## src/rtl/bgchk_pkg.sv

```systemverilog
package bgchk_pkg;
  typedef enum logic [1:0] {
    CH_DRAW  = 2'd0,
    CH_COUNT = 2'd1,
    CH_WAIT  = 2'd2
  } chan_state_e;

  localparam int unsigned IntegScopeW = 2;
  localparam int unsigned ConsScopeW  = 3;
endpackage

```

## src/rtl/bgchk_rst_sync.sv

```systemverilog
module bgchk_rst_sync #(
  parameter int unsigned Stages = 2
) (
  input  logic clk_i,
  input  logic rst_ni,
  output logic rst_sync_no
);
  logic [Stages-1:0] sync_q;

  always_ff @(posedge clk_i or negedge rst_ni) begin
    if (!rst_ni) sync_q <= '0;
    else         sync_q <= {sync_q[Stages-2:0], 1'b1};
  end

  assign rst_sync_no = sync_q[Stages-1];
endmodule

```

## src/rtl/bgchk_lfsr.sv

```systemverilog
module bgchk_lfsr #(
  parameter int unsigned       Width = 40,
  parameter logic [Width-1:0]  Taps  = 40'hA000140000,
  parameter logic [Width-1:0]  Seed  = 40'h5A3C96E1D7
) (
  input  logic             clk_i,
  input  logic             rst_ni,
  output logic [Width-1:0] state_o
);
  logic [Width-1:0] state_q, state_d;

  always_comb begin
    state_d = state_q >> 1;
    if (state_q[0]) state_d = state_d ^ Taps;
  end

  always_ff @(posedge clk_i or negedge rst_ni) begin
    if (!rst_ni) state_q <= Seed;
    else         state_q <= state_d;
  end

  assign state_o = state_q;

  // the register never locks up in the all-zero state
  p_lfsr_nonzero_r1: assert property (@(posedge clk_i) disable iff (!rst_ni)
    state_q != '0);
  // the register moves every cycle
  p_lfsr_moves_r1: assert property (@(posedge clk_i) disable iff (!rst_ni)
    1'b1 |=> state_q != $past(state_q));
endmodule

```

## src/rtl/bgchk_chan.sv

```systemverilog
module bgchk_chan
  import bgchk_pkg::*;
#(
  parameter int unsigned CntW   = 40,
  parameter int unsigned ExpW   = 6,
  parameter int unsigned ScopeW = 2
) (
  input  logic              clk_i,
  input  logic              rst_ni,
  input  logic [CntW-1:0]   lfsr_i,
  input  logic [ExpW-1:0]   exp_i,
  input  logic              restart_i,
  input  logic [ScopeW-1:0] scope_i,
  input  logic              ack_i,
  output logic              req_o,
  output logic [ScopeW-1:0] scope_o
);
  chan_state_e       state_q, state_d;
  logic [CntW-1:0]   cnt_q, cnt_d, mask, draw, period;
  logic [ScopeW-1:0] scope_q, scope_d;
  logic              req_q, req_d, cnt_en, scope_en, eligible;

  assign eligible = |scope_i;

  always_comb begin
    for (int i = 0; i < int'(CntW); i++) mask[i] = (i < int'(exp_i));
    draw   = lfsr_i & mask;
    period = (draw == '0) ? CntW'(1) : draw;
  end

  always_comb begin
    state_d  = state_q;
    cnt_d    = cnt_q;
    cnt_en   = 1'b0;
    scope_d  = scope_q;
    scope_en = 1'b0;
    req_d    = 1'b0;
    unique case (state_q)
      CH_DRAW: begin
        if (!restart_i && eligible) begin
          cnt_d   = period;
          cnt_en  = 1'b1;
          state_d = CH_COUNT;
        end
      end
      CH_COUNT: begin
        if (restart_i) begin
          state_d = CH_DRAW;
        end else if (eligible) begin
          if (cnt_q == CntW'(1)) begin
            req_d    = 1'b1;
            scope_d  = scope_i;
            scope_en = 1'b1;
            state_d  = CH_WAIT;
          end else begin
            cnt_d  = cnt_q - CntW'(1);
            cnt_en = 1'b1;
          end
        end
      end
      CH_WAIT: begin
        if (ack_i) state_d = CH_DRAW;
      end
      default: state_d = CH_DRAW;
    endcase
  end

  always_ff @(posedge clk_i or negedge rst_ni) begin
    if (!rst_ni) begin
      state_q <= CH_DRAW;
      cnt_q   <= CntW'(1);
      scope_q <= '0;
      req_q   <= 1'b0;
    end else begin
      state_q <= state_d;
      req_q   <= req_d;
      if (cnt_en)   cnt_q   <= cnt_d;
      if (scope_en) scope_q <= scope_d;
    end
  end

  assign req_o   = req_q;
  assign scope_o = scope_q;

  // request lasts one cycle
  p_req_single_r4: assert property (@(posedge clk_i) disable iff (!rst_ni)
    req_q |=> !req_q);
  // no re-arm without acknowledge
  p_wait_for_ack_r4: assert property (@(posedge clk_i) disable iff (!rst_ni)
    (state_q == CH_WAIT && !ack_i) |=> (state_q == CH_WAIT && !req_q));
  // a request only goes out for a nonempty scope
  p_req_scope_r7: assert property (@(posedge clk_i) disable iff (!rst_ni)
    req_q |-> scope_q != '0);
  // counter frozen while nothing is eligible
  p_hold_inelig_r7: assert property (@(posedge clk_i) disable iff (!rst_ni)
    (state_q == CH_COUNT && !eligible && !restart_i) |=> $stable(cnt_q));
  // a loaded interval is nonzero and within the mask
  p_period_bound_r2: assert property (@(posedge clk_i) disable iff (!rst_ni)
    (state_q == CH_DRAW && eligible && !restart_i) |=>
      (cnt_q != '0) && ((cnt_q & ~$past(mask)) == '0 || cnt_q == CntW'(1)));
endmodule

```

## src/rtl/bgchk_alert.sv

```systemverilog
module bgchk_alert #(
  parameter int unsigned NumSrc = 1
) (
  input  logic              clk_i,
  input  logic              rst_ni,
  input  logic [NumSrc-1:0] err_i,
  output logic              alert_o
);
  logic any_err, prev_q, alert_q, alert_d;

  assign any_err = |err_i;
  assign alert_d = any_err & ~prev_q;

  always_ff @(posedge clk_i or negedge rst_ni) begin
    if (!rst_ni) begin
      prev_q  <= 1'b0;
      alert_q <= 1'b0;
    end else begin
      prev_q  <= any_err;
      alert_q <= alert_d;
    end
  end

  assign alert_o = alert_q;

  // alert is a single-cycle pulse
  p_alert_pulse_r9: assert property (@(posedge clk_i) disable iff (!rst_ni)
    alert_q |=> !alert_q);
  // an alert follows a sampled error
  p_alert_cause_r10: assert property (@(posedge clk_i) disable iff (!rst_ni)
    alert_q |-> $past(any_err));
endmodule

```

## src/rtl/bgchk_timer.sv

```systemverilog
module bgchk_timer
  import bgchk_pkg::*;
#(
  parameter int unsigned          LfsrWidth     = 40,
  parameter logic [LfsrWidth-1:0] LfsrTaps      = 40'hA000140000,
  parameter logic [LfsrWidth-1:0] LfsrSeed      = 40'h5A3C96E1D7,
  parameter int unsigned          ExpWidth      = 6,
  parameter logic [ExpWidth-1:0]  IntegExpReset = 6'd27,
  parameter logic [ExpWidth-1:0]  ConsExpReset  = 6'd30
) (
  input  logic                   clk_i,
  input  logic                   rst_ni,
  input  logic                   exp_wr_i,
  input  logic                   exp_sel_i,
  input  logic [ExpWidth-1:0]    exp_wdata_i,
  input  logic                   regwen_wr_i,
  input  logic                   regwen_wdata_i,
  output logic                   regwen_o,
  output logic [ExpWidth-1:0]    integ_exp_o,
  output logic [ExpWidth-1:0]    cons_exp_o,
  input  logic                   hw_cfg_locked_i,
  input  logic                   secret_locked_i,
  output logic                   integ_req_o,
  output logic [IntegScopeW-1:0] integ_scope_o,
  input  logic                   integ_ack_i,
  output logic                   cons_req_o,
  output logic [ConsScopeW-1:0]  cons_scope_o,
  input  logic                   cons_ack_i,
  input  logic                   integ_parity_err_i,
  input  logic                   integ_digest_err_i,
  input  logic                   cons_mismatch_i,
  output logic                   integ_alert_o,
  output logic                   cons_alert_o
);
  logic                   rst_n;
  logic [LfsrWidth-1:0]   lfsr;
  logic                   regwen_q, regwen_d;
  logic [ExpWidth-1:0]    integ_exp_q, cons_exp_q;
  logic                   integ_wr, cons_wr;
  logic [IntegScopeW-1:0] integ_scope_in;
  logic [ConsScopeW-1:0]  cons_scope_in;

  bgchk_rst_sync #(.Stages(2)) u_rst_sync (
    .clk_i(clk_i), .rst_ni(rst_ni), .rst_sync_no(rst_n));

  bgchk_lfsr #(.Width(LfsrWidth), .Taps(LfsrTaps), .Seed(LfsrSeed)) u_lfsr (
    .clk_i(clk_i), .rst_ni(rst_n), .state_o(lfsr));

  // Configuration registers: next-state then storage
  always_comb begin
    regwen_d = regwen_q;
    if (regwen_wr_i && regwen_wdata_i) regwen_d = 1'b0;
    integ_wr = exp_wr_i & regwen_q & ~exp_sel_i;
    cons_wr  = exp_wr_i & regwen_q &  exp_sel_i;
  end

  always_ff @(posedge clk_i or negedge rst_n) begin
    if (!rst_n) begin
      regwen_q    <= 1'b1;
      integ_exp_q <= IntegExpReset;
      cons_exp_q  <= ConsExpReset;
    end else begin
      regwen_q <= regwen_d;
      if (integ_wr) integ_exp_q <= exp_wdata_i;
      if (cons_wr)  cons_exp_q  <= exp_wdata_i;
    end
  end

  assign regwen_o    = regwen_q;
  assign integ_exp_o = integ_exp_q;
  assign cons_exp_o  = cons_exp_q;

  assign integ_scope_in = {secret_locked_i, hw_cfg_locked_i};
  assign cons_scope_in  = {secret_locked_i, hw_cfg_locked_i, 1'b1};

  bgchk_chan #(.CntW(LfsrWidth), .ExpW(ExpWidth), .ScopeW(IntegScopeW)) u_integ (
    .clk_i(clk_i), .rst_ni(rst_n), .lfsr_i(lfsr), .exp_i(integ_exp_q),
    .restart_i(integ_wr), .scope_i(integ_scope_in), .ack_i(integ_ack_i),
    .req_o(integ_req_o), .scope_o(integ_scope_o));

  bgchk_chan #(.CntW(LfsrWidth), .ExpW(ExpWidth), .ScopeW(ConsScopeW)) u_cons (
    .clk_i(clk_i), .rst_ni(rst_n), .lfsr_i(lfsr), .exp_i(cons_exp_q),
    .restart_i(cons_wr), .scope_i(cons_scope_in), .ack_i(cons_ack_i),
    .req_o(cons_req_o), .scope_o(cons_scope_o));

  bgchk_alert #(.NumSrc(2)) u_integ_alert (
    .clk_i(clk_i), .rst_ni(rst_n),
    .err_i({integ_digest_err_i, integ_parity_err_i}), .alert_o(integ_alert_o));

  bgchk_alert #(.NumSrc(1)) u_cons_alert (
    .clk_i(clk_i), .rst_ni(rst_n),
    .err_i(cons_mismatch_i), .alert_o(cons_alert_o));

  // write-enable never comes back without reset
  p_regwen_sticky_r6: assert property (@(posedge clk_i) disable iff (!rst_n)
    !regwen_q |=> !regwen_q);
  // exponents frozen once writes are disabled
  p_exp_frozen_r6: assert property (@(posedge clk_i) disable iff (!rst_n)
    !regwen_q |=> ($stable(integ_exp_q) && $stable(cons_exp_q)));
  // life-cycle partition always in the consistency scope
  p_cons_lc_scope_r8: assert property (@(posedge clk_i) disable iff (!rst_n)
    cons_req_o |-> cons_scope_o[0]);
endmodule

```

## config.mk

```make
export PLATFORM = sky130hd
export DESIGN_NAME = bgchk_timer
export DESIGN_NICKNAME = d
export VERILOG_FILES = /design/src/rtl/bgchk_pkg.sv /design/src/rtl/bgchk_rst_sync.sv /design/src/rtl/bgchk_lfsr.sv /design/src/rtl/bgchk_chan.sv /design/src/rtl/bgchk_alert.sv /design/src/rtl/bgchk_timer.sv
export SDC_FILE = /design/constraint.sdc
export NUM_CORES = 1
export LEC_CHECK = 0
export BUFFER_PORTS_ARGS = -buffer_cell sky130_fd_sc_hd__clkbuf_2
export CELL_PAD_IN_SITES_DETAIL_PLACEMENT = 1
export CELL_PAD_IN_SITES_GLOBAL_PLACEMENT = 2
export CORE_UTILIZATION = 42
export DETAILED_ROUTE_END_ITERATION = 8
export PLACE_DENSITY = 0.9
export SLEW_MARGIN = 0
export SYNTH_ARGS = -nofsm -noshare
export SYNTH_HDL_FRONTEND = slang
export SYNTH_SLANG_ARGS = --single-unit
```

## constraint.sdc

```tcl
create_clock -name clk_i -period 7.9 [get_ports clk_i]
set_input_delay 2.37 -clock clk_i [delete_from_list [all_inputs] [get_ports clk_i]]
set_output_delay 2.37 -clock clk_i [all_outputs]
set_load 0.02 [all_outputs]
```

# Word-level counts from Yosys, hierarchy flattened
# Cells that the tools add are included.
[word_totals]
register_bits = 150
latchBits = 0
ram_bits = 0
romBits = 0
inputBits = 19
output_inout_bits = 22
elab_cells = 186
memories = 0
[classes]
add_sub_neg = 2
n_mul = 0
n_div = 0
order_cmp = 80
n_eq_ne = 18
shifts = 0
muxes = 39
n_bitwise = 13
reduce_logical = 17
[ops]
columns = ["operator", "n"]
rows = [
  ["two-way mux 40 bit", 10],
  ["less-than comparator 5 x 6 -> 1 bit (first input constant)", 32],
  ["one-hot mux 40 bit (2 select lines)", 2],
  ["less-than comparator 4 x 6 -> 1 bit (first input constant)", 16],
  ["less-than comparator 6 bit (first input constant)", 16],
  ["bitwise AND 40 bit", 2],
  ["== test 40 x 1 -> 1 bit (second input constant)", 2],
  ["logical NOT 40 bit", 2],
  ["subtractor 40 x 1 -> 40 bit (second input constant)", 2],
  ["less-than comparator 3 x 6 -> 1 bit (first input constant)", 8],
  ["less-than comparator 1 x 6 -> 1 bit (first input constant)", 4],
  ["less-than comparator 2 x 6 -> 1 bit (first input constant)", 4],
  ["two-way mux 2 bit", 9],
  ["two-way mux 1 bit", 14],
  ["inequality test 2 bit (second input constant)", 7],
  ["one-hot mux 2 bit (3 select lines)", 2],
  ["AND reduction 5 bit", 2],
  ["AND reduction 4 bit", 2],
  ["inequality test 3 x 1 -> 1 bit (second input constant)", 2],
  ["AND reduction 6 bit", 1],
  ["bitwise AND 1 bit", 5],
  ["inverter 1 bit", 5],
  ["== test 2 x 1 -> 1 bit (second input constant)", 2],
  ["== test 2 bit (second input constant)", 2],
  ["other kinds (10)", 16],
]

# Depth between registers and ports, before layout
[logic_depth]
ltp_word = 7
mapped_depth = 12
depth_no_buf = 9

# Cells and area by module
# Synthesis repeated with hierarchy kept, for this count alone.
[hier_totals]
cells_unflattened = 1064
area_unflattened_um2 = 9292.7
[by_module_without_submodules]
columns = ["mod", "n_inst", "cells_per_inst", "area_per_inst_um2", "seq_area_each_um2"]
rows = [
  ["bgchk_chan at u_cons", 1, 477, 3766.1, 1152.4],
  ["bgchk_chan at u_integ", 1, 466, 3482.1, 1127.3],
  ["bgchk_lfsr", 1, 80, 1332.5, 1028.5],
  ["bgchk_timer", 1, 31, 528.0, 336.6],
  ["bgchk_alert at u_integ_alert", 1, 4, 66.3, 50.0],
  ["bgchk_alert at u_cons_alert", 1, 3, 63.8, 50.0],
  ["bgchk_rst_sync", 1, 3, 53.8, 50.0],
]

# Worst setup path after synthesis
# No wires, ideal clock.
[synth_path]
kind = "input port to flip-flop"
start = "input port exp_wr_i"
end = "register u_cons.cnt_q[7]"
setup_time_ps = 132
arrival_time_ps = 3596
required_ps = 7768
setup_slack_ps = 4172
stages = 8
path_buffers = 2
cell_sequence = "nand3_1 -> nand2b_1 -> or2_1 -> buf_2 -> inv_2 -> clkbuf_1 -> o21ai_0 -> o2bb2ai_1"
[synth_via]
elab_chain_len = 5
word_cells_on_any_way = 8
cone_classes = "2 x eq/ne; 3 x mux; 2 x bitwise; 1 x reduce/logical"
[synth_lines]
columns = ["element", "line_no", "source"]
rows = [
  ["start: declaration", "bgchk_timer.sv:13", "input logic exp_wr_i,"],
  ["bitwise AND 1 bit (*) (2 in series)", "bgchk_timer.sv:54", "cons_wr = exp_wr_i & regwen_q & exp_sel_i;"],
  ["two-way mux 1 bit, on equally long branches", "bgchk_chan.sv:47, bgchk_chan.sv:40", ""],
  ["one-hot mux 1 bit (2 select lines)", "bgchk_chan.sv:38", "unique case (state_q)"],
  ["AND reduction 5 bit (no source line) (*)", "n/a", ""],
  ["end signal: assignment", "bgchk_chan.sv:71", "cnt_q <= CntW'(1);"],
  ["end signal: assignment", "bgchk_chan.sv:77", "if (cnt_en) cnt_q <= cnt_d;"],
  ["end: declaration", "bgchk_chan.sv:19", "logic [CntW-1:0] cnt_q, cnt_d, mask, draw, period;"],
]
# Mark *: on every way between the ends. The rest lies on a longest branch, timed or not.
# A chain may end at the register's enable or synchronous reset.

# Worst setup path in the final report
[layout_path]
start = "input port exp_wr_i"
end = "register u_cons.cnt_q[34]"
# The elaborated chain is that of the path after synthesis.

==> results.txt <==
result of the run: complete, no violations
clock sinks: 150
number of detailed-routing iterations run before antenna repair: 5
worst slack at placement: 3240 ps
total non-filler cell area in the finished layout: 9700 um2
required time reported for the critical path endpoint: 8170 ps
setup violation total in the final timing report: 0
row count: 52
total of cells resized after clock tree synthesis: 0
setup repair after global routing missed its margin: no
ANT cells: 0
placed instance area: 9090 um2
overall track demand over capacity in global routing: 28.0%
most frequent cells in the layout: sky130_fd_sc_hd__o21ai_0, sky130_fd_sc_hd__dfrtp_1, sky130_fd_sc_hd__a21oi_1
clock network latency to the later pin of the worst-skew pair: 430 ps
final setup margin: 3700 ps
Vias: 8345
largest cells by area after synthesis: sky130_fd_sc_hd__dfrtp_1, sky130_fd_sc_hd__dfstp_2, sky130_fd_sc_hd__o21ai_0
per-cell routed wire length: 22.5 um
number of synthesized flops with an enable pin: 0
clock root cell: sky130_fd_sc_hd__clkbuf_16
number of max-slew violations in the final report: 0
core footprint: 20400 um2
initial core utilization: 43.1%
Inserted Clock Buffers: 17
Post-Layout Cell Count: 1298
post-synthesis async set-or-reset flop share: 100%
initial antenna violation count: 0
Peak Freq: 0.238 GHz
time the final worst path needs with I/O delays and setup: 4200 ps
commonest non-fill, non-tap cell in the layout: sky130_fd_sc_hd__o21ai_0
total number of yosys warnings: 0
worst slack on hold paths: 364 ps
final number of hold-violating endpoints: 0
Leak: 3.98 nW
met3 wire length: 1650 um
gpl congestion: 0.894
first-pass GRT wire length: 47200 um
total power density per cell area: 206 nW/um2
final worst-path cycle share: 53.2%
Synth area leader: sky130_fd_sc_hd__dfrtp_1
cell count after synthesis: 1022
mean instance size in the synthesized netlist: 8.59 um2
post-synthesis compound-gate area fraction: 29.1%
Startpoint Class: input pin
clock tree buffer depth: 2
leading register cell type out of synthesis: sky130_fd_sc_hd__dfrtp_1
top-level I/O count: 41
detailed-routing wirelength on met1: 13700 um
max-cap violations: 0
XOR/XNOR share of the synthesized area: 0.299%
vias in the first global route: 8232
crit path capture type: flip-flop
critical path class: input pin to flip-flop
routed length on met2: 13500 um
R2R depth: 7
post-CTS clock slew at the launch and capture registers of the worst setup and hold paths: 70 ps
utilization of the core after routing: 47.6%
post-route antenna net violation count: 0
largest net degree at the start of global routing: 62
x dimension of the die: 147 um
post-detailed-placement half-perimeter wirelength: 20400 um
Highest Signal Layer: met4
# Post-CTS Setup Buffers: 0
global route overflow: 0
netlist area before placement: 8780 um2
Tightest Pin Transition: 999 ps
Worst R2R End: u_cons.cnt_q[34]
IO Port Bufs: 40
Layout Nets: 1038
share of cells above drive strength 1: 14.5%
DRC violations left: 0
hold-fix buffer count after cts: 0
multiplexer share of the synthesized area: 1.37%
final setup skew: 10.4 ps
die boundary height: 147 um
synthesis-to-layout area growth: 10.5%
maximum fanout count along the critical path: 29
post-synthesis share of cell area spent on and, or, nand and nor gates: 20.7%
clock tree from TritonCTS: built
DRT iter0 DRCs: 761
via/cell ratio: 6.43
FF-to-FF Start: u_cons.cnt_q[19]
full die area: 21500 um2
worst hold path type: flip-flop to asynchronous set/reset pin
dominant combinational cell family by area after synthesis: compound AO/OA/AOI/OAI gates
maximum vdd drop: 0.149 mV
setup_tns: 0 ps
FF+latch count, synth: 150
area share of the leading cell type in the synthesized netlist: 33.4%
number of placed instances with taps included: 1266
H-tree depth: 4
Post-Route WL: 29300 um
Design Power: 2.00 mW
worst setup slack for register-to-register paths: 4280 ps
Seq/Total Area, Yosys: 43.2%
synthesized net count: 1045
WP data arrival: 4470 ps
fraction of the mapped netlist area in adder cells: 0.912%
Max-slew headroom: 32.8%
distinct cell type count after synthesis: 75
## per-layer routing
metal / GRT usage (%) / vias up
met5: 0 / -
met3: 5.28 / 43
li1: - / 3844
met1: 40.2 / 4200
met2: 42.8 / 258
met4: 8.07 / 0
## final cells by class
| type | instances | area (um2) |
|---|---|---|
| clock buffer | 18 | 429 |
| inverter | 18 | 67.6 |
| multi-input combinational | 779 | 4620 |
| timing repair buffer | 49 | 268 |
| fill | 2368 | 10700 |
| clock inverter | 14 | 176 |
| tap | 270 | 338 |
| sequential | 150 | 3800 |
## power by group
part	internal, mW	switching [mW]	leakage [nW]
logic	0.0893	0.145	1.89
clock network	0.501	0.352	0.291
registers	0.830	0.0811	1.79
total	1.42	0.577	3.98
## cell families after synthesis
| family | Yosys count |
|---|---|
| other | 1 |
| XOR/XNOR | 3 |
| buffers and inverters | 93 |
| AND/OR/NAND/NOR | 361 |
| flip-flops | 150 |
| multiplexers | 10 |
| AO/OA/AOI/OAI | 397 |
| adder cells (fa/ha/maj) | 7 |
## worst max-delay path: stages
cell and delay [ps]:
sky130_fd_sc_hd__clkbuf_2 100, sky130_fd_sc_hd__nand3_1 260, sky130_fd_sc_hd__nand2b_1 230, sky130_fd_sc_hd__or2_1 670, sky130_fd_sc_hd__inv_2 470, sky130_fd_sc_hd__nand4_1 230, sky130_fd_sc_hd__o311ai_0 140
## sequential cells by signal, indices dropped and copies added (netlist names)
signal	flops
u_cons.cnt_q	40
u_integ.cnt_q	40
u_lfsr.state_o	40
cons_exp_o	6
integ_exp_o	6
u_cons.scope_o	3
u_cons.state_q	2
u_integ.scope_o	2
u_integ.state_q	2
u_rst_sync.sync_q	2
regwen_o	1
u_cons.req_o	1
u_cons_alert.alert_o	1
u_cons_alert.prev_q	1
u_integ.req_o	1
u_integ_alert.alert_o	1
u_integ_alert.prev_q	1
## synthesized netlist by cell type, drive strengths merged, types with 9 or more instances
cell      n
buf      23
o22a     18
dfrtp   117
o21a     12
or4       9
a22o     16
dfstp    33
nand2    86
mux2     10
nand3    29
a31oi    24
a32oi    13
o21ai   120
a21oi    95
nand4    12
nand2b   11
nor3     44
inv      17
nor2     94
nor4     25
o22ai    13
clkbuf   52
or2       9
or3      17
## how the worst max path moves through the flow
| stage | start | to | cells after the start |
|---|---|---|---|
| floorplan | u_rst_sync.sync_q[1] | cons_exp_o[0] | 0 |
| global placement | exp_wr_i | u_cons.cnt_q[24] | 7 |
| detailed placement | exp_sel_i | u_cons.cnt_q[34] | 7 |
| CTS | exp_sel_i | u_cons.cnt_q[34] | 7 |
| global route | exp_wr_i | u_cons.cnt_q[34] | 7 |
| finish | exp_wr_i | u_cons.cnt_q[34] | 7 |
Note: power is estimated with default switching activity, not from simulation.
